`config.mk`:
```
export PLATFORM = sky130hd
export DESIGN_NAME = set_claim_arb
export DESIGN_NICKNAME = d
export VERILOG_FILES = /design/src/rtl/set_claim_pkg.sv /design/src/rtl/set_claim_conflict.sv /design/src/rtl/set_claim_lowfree.sv /design/src/rtl/set_claim_arb.sv
export SDC_FILE = /design/constraint.sdc
export NUM_CORES = 1
export LEC_CHECK = 0
export ABC_AREA = 1
export CAP_MARGIN = 10
export CORE_AREA = 2 2 172 174
export DETAILED_ROUTE_END_ITERATION = 7
export DIE_AREA = 0 0 174 176
export GPL_ROUTABILITY_DRIVEN = 0
export PLACE_DENSITY = 0.65
export SLEW_MARGIN = 0
export SYNTH_ARGS = -nofsm -noshare
export SYNTH_HDL_FRONTEND = slang
export SYNTH_SLANG_ARGS = --single-unit
```
`constraint.sdc`:
```
create_clock -name clk -period 6.1 [get_ports clk]
set_clock_uncertainty 0.1 [all_clocks]
set_input_delay 1.525 -clock clk [delete_from_list [all_inputs] [get_ports clk]]
set_output_delay 1.525 -clock clk [all_outputs]
set_load 0.1 [all_outputs]
```
`src/rtl/set_claim_pkg.sv`:
```
package set_claim_pkg;
   // Bit mask with ones at indices off .. off+cnt-1, up to 64 sets.
   function automatic logic [63:0] range_mask(input int off, input int cnt);
      logic [63:0] m;
      m = '0;
      for (int i = 0; i < 64; i++)
         if (i >= off && i < off + cnt) m[i] = 1'b1;
      return m;
   endfunction
endpackage

```
`src/rtl/set_claim_conflict.sv`:
```
module set_claim_conflict #(
   parameter int NUM_SETS = 6,
   parameter int SLOTS    = 4,
   parameter int ADDR_W   = 8
) (
   input  logic [NUM_SETS-1:0]                        set_busy,
   input  logic [NUM_SETS-1:0][SLOTS-1:0]             st_en,
   input  logic [NUM_SETS-1:0][SLOTS-1:0][ADDR_W-1:0] st_addr,
   input  logic [SLOTS-1:0]                           rq_en,
   input  logic [SLOTS-1:0][ADDR_W-1:0]               rq_addr,
   output logic                                       hit
);
   logic [NUM_SETS-1:0][SLOTS-1:0][SLOTS-1:0] pair_hit;

   for (genvar s = 0; s < NUM_SETS; s++) begin : g_set
      for (genvar j = 0; j < SLOTS; j++) begin : g_stored
         for (genvar k = 0; k < SLOTS; k++) begin : g_req
            assign pair_hit[s][j][k] = set_busy[s] && st_en[s][j] && rq_en[k]
                                       && (st_addr[s][j] == rq_addr[k]);
         end
      end
   end

   assign hit = |pair_hit;
endmodule

```
`src/rtl/set_claim_lowfree.sv`:
```
module set_claim_lowfree #(
   parameter int NUM_SETS = 6,
   parameter int IDW      = 3
) (
   input  logic [NUM_SETS-1:0] avail,
   output logic                found,
   output logic [IDW-1:0]      idx
);
   always_comb begin
      found = 1'b0;
      idx   = '0;
      for (int i = NUM_SETS - 1; i >= 0; i--) begin
         if (avail[i]) begin
            found = 1'b1;
            idx   = IDW'(i);
         end
      end
   end
endmodule

```
`src/rtl/set_claim_arb.sv`:
```
module set_claim_arb
   import set_claim_pkg::*;
#(
   parameter int NUM_SETS = 6,
   parameter int SLOTS    = 4,
   parameter int ADDR_W   = 8,
   parameter int ACT_OFF  = 2,
   parameter int ACT_CNT  = 3,
   parameter int WAKE_OFF = 0,
   parameter int WAKE_CNT = 2,
   parameter int IDW      = (NUM_SETS > 1) ? $clog2(NUM_SETS) : 1
) (
   input  logic                      clk,
   input  logic                      rst_n,
   input  logic                      req_valid,
   input  logic [SLOTS-1:0]          req_en,
   input  logic [SLOTS*ADDR_W-1:0]   req_addr,
   input  logic                      rel_valid,
   input  logic [IDW-1:0]            rel_id,
   output logic                      rsp_valid,
   output logic                      rsp_grant,
   output logic                      rsp_busy,
   output logic [IDW-1:0]            rsp_id,
   output logic [NUM_SETS-1:0]       busy_map,
   output logic                      ctrl_busy
);
   localparam int SRV_OFF = (ACT_CNT == 0) ? WAKE_OFF : ACT_OFF;
   localparam int SRV_CNT = (ACT_CNT == 0) ? WAKE_CNT : ACT_CNT;
   localparam logic [63:0] MASK64 = range_mask(SRV_OFF, SRV_CNT);
   localparam logic [NUM_SETS-1:0] SRV_MASK = MASK64[NUM_SETS-1:0];

   if (NUM_SETS < 1 || NUM_SETS > 64) begin : g_bad_sets
      $error("NUM_SETS must be 1..64");
   end
   if (SRV_CNT < 1 || SRV_OFF < 0 || SRV_OFF + SRV_CNT > NUM_SETS) begin : g_bad_range
      $error("serving group range lies outside the set index space");
   end
   if ((1 << IDW) < NUM_SETS) begin : g_bad_idw
      $error("IDW too narrow for NUM_SETS");
   end
   if (SLOTS < 1 || ADDR_W < 1) begin : g_bad_slots
      $error("SLOTS and ADDR_W must be positive");
   end

   logic [SLOTS-1:0][ADDR_W-1:0]               rq_a;
   logic [NUM_SETS-1:0]                        busy_q;
   logic [NUM_SETS-1:0][SLOTS-1:0]             en_q;
   logic [NUM_SETS-1:0][SLOTS-1:0][ADDR_W-1:0] addr_q;
   logic                                       hit, found, take;
   logic [IDW-1:0]                             free_id;
   logic                                       rel_ok;

   assign rq_a = req_addr;

   set_claim_conflict #(.NUM_SETS(NUM_SETS), .SLOTS(SLOTS), .ADDR_W(ADDR_W)) u_conflict (
      .set_busy (busy_q & SRV_MASK),
      .st_en    (en_q),
      .st_addr  (addr_q),
      .rq_en    (req_en),
      .rq_addr  (rq_a),
      .hit      (hit)
   );

   set_claim_lowfree #(.NUM_SETS(NUM_SETS), .IDW(IDW)) u_lowfree (
      .avail (~busy_q & SRV_MASK),
      .found (found),
      .idx   (free_id)
   );

   assign take   = req_valid && !hit && found;
   assign rel_ok = rel_valid && ({1'b0, rel_id} < (IDW + 1)'(NUM_SETS));

   always_ff @(posedge clk or negedge rst_n) begin
      if (!rst_n) begin
         busy_q    <= '0;
         en_q      <= '0;
         addr_q    <= '0;
         rsp_valid <= 1'b0;
         rsp_grant <= 1'b0;
         rsp_busy  <= 1'b0;
         rsp_id    <= '0;
      end else begin
         if (rel_ok) begin
            busy_q[rel_id] <= 1'b0;
            en_q[rel_id]   <= '0;
         end
         if (take) begin
            busy_q[free_id] <= 1'b1;
            en_q[free_id]   <= req_en;
            addr_q[free_id] <= rq_a;
         end
         rsp_valid <= req_valid;
         rsp_grant <= take;
         rsp_busy  <= req_valid && !take;
         rsp_id    <= take ? free_id : '0;
      end
   end

   assign busy_map  = busy_q;
   assign ctrl_busy = |(busy_q & SRV_MASK);

   // a response is exactly one of grant or busy
   a_r1_one_outcome: assert property (@(posedge clk) disable iff (!rst_n)
      $onehot0({rsp_grant, rsp_busy}) && ((rsp_grant || rsp_busy) == rsp_valid));

   // a granted set is marked busy when the grant appears
   a_r2_grant_marks: assert property (@(posedge clk) disable iff (!rst_n)
      rsp_grant |-> busy_map[rsp_id]);

   // a grant lies inside the serving range
   a_r8_grant_in_range: assert property (@(posedge clk) disable iff (!rst_n)
      rsp_grant |-> (rsp_id >= IDW'(SRV_OFF)) && ({1'b0, rsp_id} < (IDW + 1)'(SRV_OFF + SRV_CNT)));

   // a refusal without a release leaves the bitmap alone
   a_r3_refuse_keeps_map: assert property (@(posedge clk) disable iff (!rst_n)
      rsp_busy && !$past(rel_valid) |-> busy_map == $past(busy_map));

   // an empty bitmap means the controller is idle
   a_r7_idle_when_empty: assert property (@(posedge clk) disable iff (!rst_n)
      (busy_map == '0) |-> !ctrl_busy);

   // a released set is not busy afterwards unless re-granted at once
   a_r6_release_clears: assert property (@(posedge clk) disable iff (!rst_n)
      rel_ok && !(take && free_id == rel_id) |=> !busy_map[$past(rel_id)]);
endmodule

```
==> summary.txt <==
Status: finished, final reports clean
Count leader, synth: nand2_1
Share of layout cells above drive strength 1: 5.274%
Crit-path max cell delay: 1050 ps
Combinational group share of total power: 49.6%
Core box area: 28550 sq um
Switching part of the total: 52.76%
F_max: 0.2150 GHz
Pwr Density: 460.5 nW/um^2
Syn Nets: 1941
Worst path depth: 15
Min Hold Slack: 432.6 ps
P_leak: 6.294 nW
Yosys top cell area share: 28.64%
Clock group share of total power: 18.4%
R2R depth: 13
Hold wc startpoint: busy_map[1]
DR vias/cell: 5.405
Seq cells post-synth: 120
Hold WC Path Type: reg2reg
Synth cell count leaders: nand2_1 (865), nor2_1 (208), nand3_1 (150)
Pin count of the biggest net entering global routing: 81
Met3 WL: 4.208 mm
Max Cap Violations: 0
Clk pin slew, worst setup/hold paths: 70 ps
Die height: 176 um
Reg-to-Reg Start: busy_map[4]
Hold Path Sink: busy_map[1]
Slew HR: 29.16%
PnR Total Power: 0.005620 W
YS warnings: 0
Area growth syn-to-layout: 7.660%
I/O Pins: 56
Post-CTS Hold Fix Bufs: 0
Initial Util: 39.71%
# H-tree levels: 4
Vias: 12120
Routed WL: 41.44 mm
CTS Buf Count: 17
CP most frequent cell: nand2_1
Yosys cell types: 26
Mapped Area: 11340 sq um
GRT overflow: 0
Synth area leader: nand2_1
First-pass GRT wire length: 63.98 mm
Worst skew pair latency: 440 ps
Clk sinks: 120
Antenna Violating Nets Remaining: 0
Top FF cell, synth: dfrtp_1
Placed cell area: 11620 sq um
Avg Cell Area, Syn: 5.973 sq um
Die area: 30620 sq um
Maximum VDD drop: 217.0 uV
GR Util All Layers: 27.08%
WL/cell: 18.48 um
Top sig layer: met4
CP max FO: 21
1st-pass router iterations: 8
Number of DRC markers in iteration 0: 1630
Tmin final: 4651 ps
Clk Tree Root Cell: clkbuf_16
RSZ-0062 raised after global routing: false
Internal power: 0.002655 W
Antenna Diode Count: 0
Antenna violations before repair: 0
Reg-to-reg endpoint: addr_q[66]
Critical path class: in2reg
Detailed-routed wire length on met2: 17.63 mm
DP Worst Slack: 1113 ps
Required @ worst endpoint: 6310 ps
Sequential share of power: 32.0%
Synth top area cells: nand2_1 (29%), dfrtp_1 (26%), nor2_1 (6.9%)
Post-synth EDFFs: 0
Fill count: 3072
Final setup margin: 1449 ps
Die width: 174 um
Resize count post-CTS: 0
Synth async-reset ratio: 100.0%
Nets: 1888
Post-route cell area: 12210 sq um
Final Max Tran Viols: 0
Cell family with most CP delay: buffers and inverters
Synthesized instance count: 1898
Final hold vios: 0
CP endpoint kind: flop
Worst Setup Start Kind: input pin
Number of global-route vias before repair: 10720
PortBufs: 55
Row cnt: 62
CTS tree: built
Post-CTS setup buffers: 0
Sequential fraction of the synthesis area: 26.49%
Met1 wire length: 17.74 mm
WHS Path Cells: 1
WP buf/inv: 3
WP data arrival: 4870 ps
Slowest-stage cell, CP: clkdlybuf4s50_1
Post-DP HPWL: 29.75 mm
Setup TNS: 0 ps
DRC Markers: 0
CP cell instances: clkdlybuf4s50_1 -> inv_1 -> nand2_1 -> nand2_1 -> nand2_1 -> nor2_1 -> nand4_1 -> nand2_1 -> nor2_1 -> nand3_1 -> nor2_2 -> nand4_2 -> buf_4 -> nand2_1 -> nand2_1
Final setup fails: 0
Final Cycle Share: 76.25%
Flop2flop setup slack: 3040 ps
Least-Margin Pin Slew: 1059 ps
Longest Clk Path Bufs: 2
Switching pwr: 0.002966 W
-- final cells by class --
class | instances | area, sq um | area share (%)
sequential | 120 | 3003 | 24.60
tap | 384 | 480.5 | 3.936
clock buffer | 17 | 425.4 | 3.485
timing repair buffer | 80 | 748.2 | 6.130
multi-input combinational | 1495 | 6900 | 56.53
clock inverter | 15 | 156.4 | 1.281
inverter | 131 | 491.7 | 4.029
-- routing by layer --
| metal | vias up | track usage [%] |
|---|---|---|
| met1 | 5605 | 38.68 |
| li1 | 5681 | - |
| met4 | 0 | 12.39 |
| met3 | 107 | 4.220 |
| met5 | - | 0 |
| met2 | 726 | 40.17 |
-- power groups by stage --
stage          Combinational (W)  Clock [W]  Sequential (W)
2_1_floorplan            0.00219          0         0.00154
3_3_place_gp             0.00267          0         0.00178
3_5_place_dp             0.00271          0         0.00178
4_1_cts                  0.00272    0.00105         0.00178
5_1_grt                  0.00307    0.00108         0.00186
6_report                 0.00279    0.00103         0.00180
-- cell families after synthesis --
family | synth area share (%)
compound gates | 1.214
xor+xnor | 12.05
buf+inv | 12.74
flops | 26.49
simple gates | 47.51
-- worst register-to-register path, stage by stage, from the launching register on --
cell and delay, ps:
dfrtp_1 510, nand2_1 280, nor2_1 70, nand3_1 90, nor2_1 90, nand4_1 100
nand2_1 110, nor2_1 120, nand2_1 100, nor2_2 220, nand4_2 530, buf_4 460
nand2_1 100, nand2_1 50
-- placed cells by master (no fill, tap or decap) --
| master | n |
|---|---|
| xor2_1 | 74 |
| nand4_1 | 79 |
| inv_1 | 101 |
| nand2_1 | 865 |
| clkdlybuf4s50_1 | 54 |
| nand4_2 | 3 |
| clkinv_2 | 2 |
| inv_2 | 30 |
| a21boi_0 | 3 |
| clkbuf_16 | 17 |
| or2_0 | 1 |
| buf_12 | 1 |
| a21oi_1 | 5 |
| inv_6 | 6 |
| nor3_1 | 2 |
| dfrtp_1 | 120 |
| clkinvlp_4 | 1 |
| buf_4 | 25 |
| nor2_2 | 2 |
| nor2_4 | 3 |
| xnor2_1 | 82 |
| nand2_4 | 1 |
| bufinv_16 | 1 |
| nor2_1 | 206 |
| inv_8 | 5 |
| o21ai_0 | 18 |
| nand3_1 | 150 |
| nor2_8 | 1 |
-- flip-flops by register name, indices dropped and copies added, names as in the netlist --
| signal | count |
|---|---|
| rsp_grant | 1 |
| rsp_busy | 1 |
| rsp_valid | 1 |
| rsp_id | 3 |
| en_q | 12 |
| busy_map | 6 |
| addr_q | 96 |
-- stage by stage --
step / std cells / util, %
6_report: 2242 / 42.76
3_5_place_dp: 2210 / 40.72
3_3_place_gp: 2210 / 40.72
4_1_cts: 2242 / 42.76
2_1_floorplan: 1898 / -
5_1_grt: 2242 / 42.76
-- worst max path at each step --
stage	startpoint	end	slack (ps)
2_1_floorplan	busy_map[2]	ctrl_busy	2310
6_report	req_addr[7]	addr_q[66]	1450
3_3_place_gp	req_addr[31]	addr_q[66]	1140
4_1_cts	req_addr[24]	addr_q[75]	1550
3_5_place_dp	req_addr[24]	addr_q[66]	1110
5_1_grt	req_addr[7]	addr_q[75]	1230
Note: power is estimated with default switching activity, not from simulation.
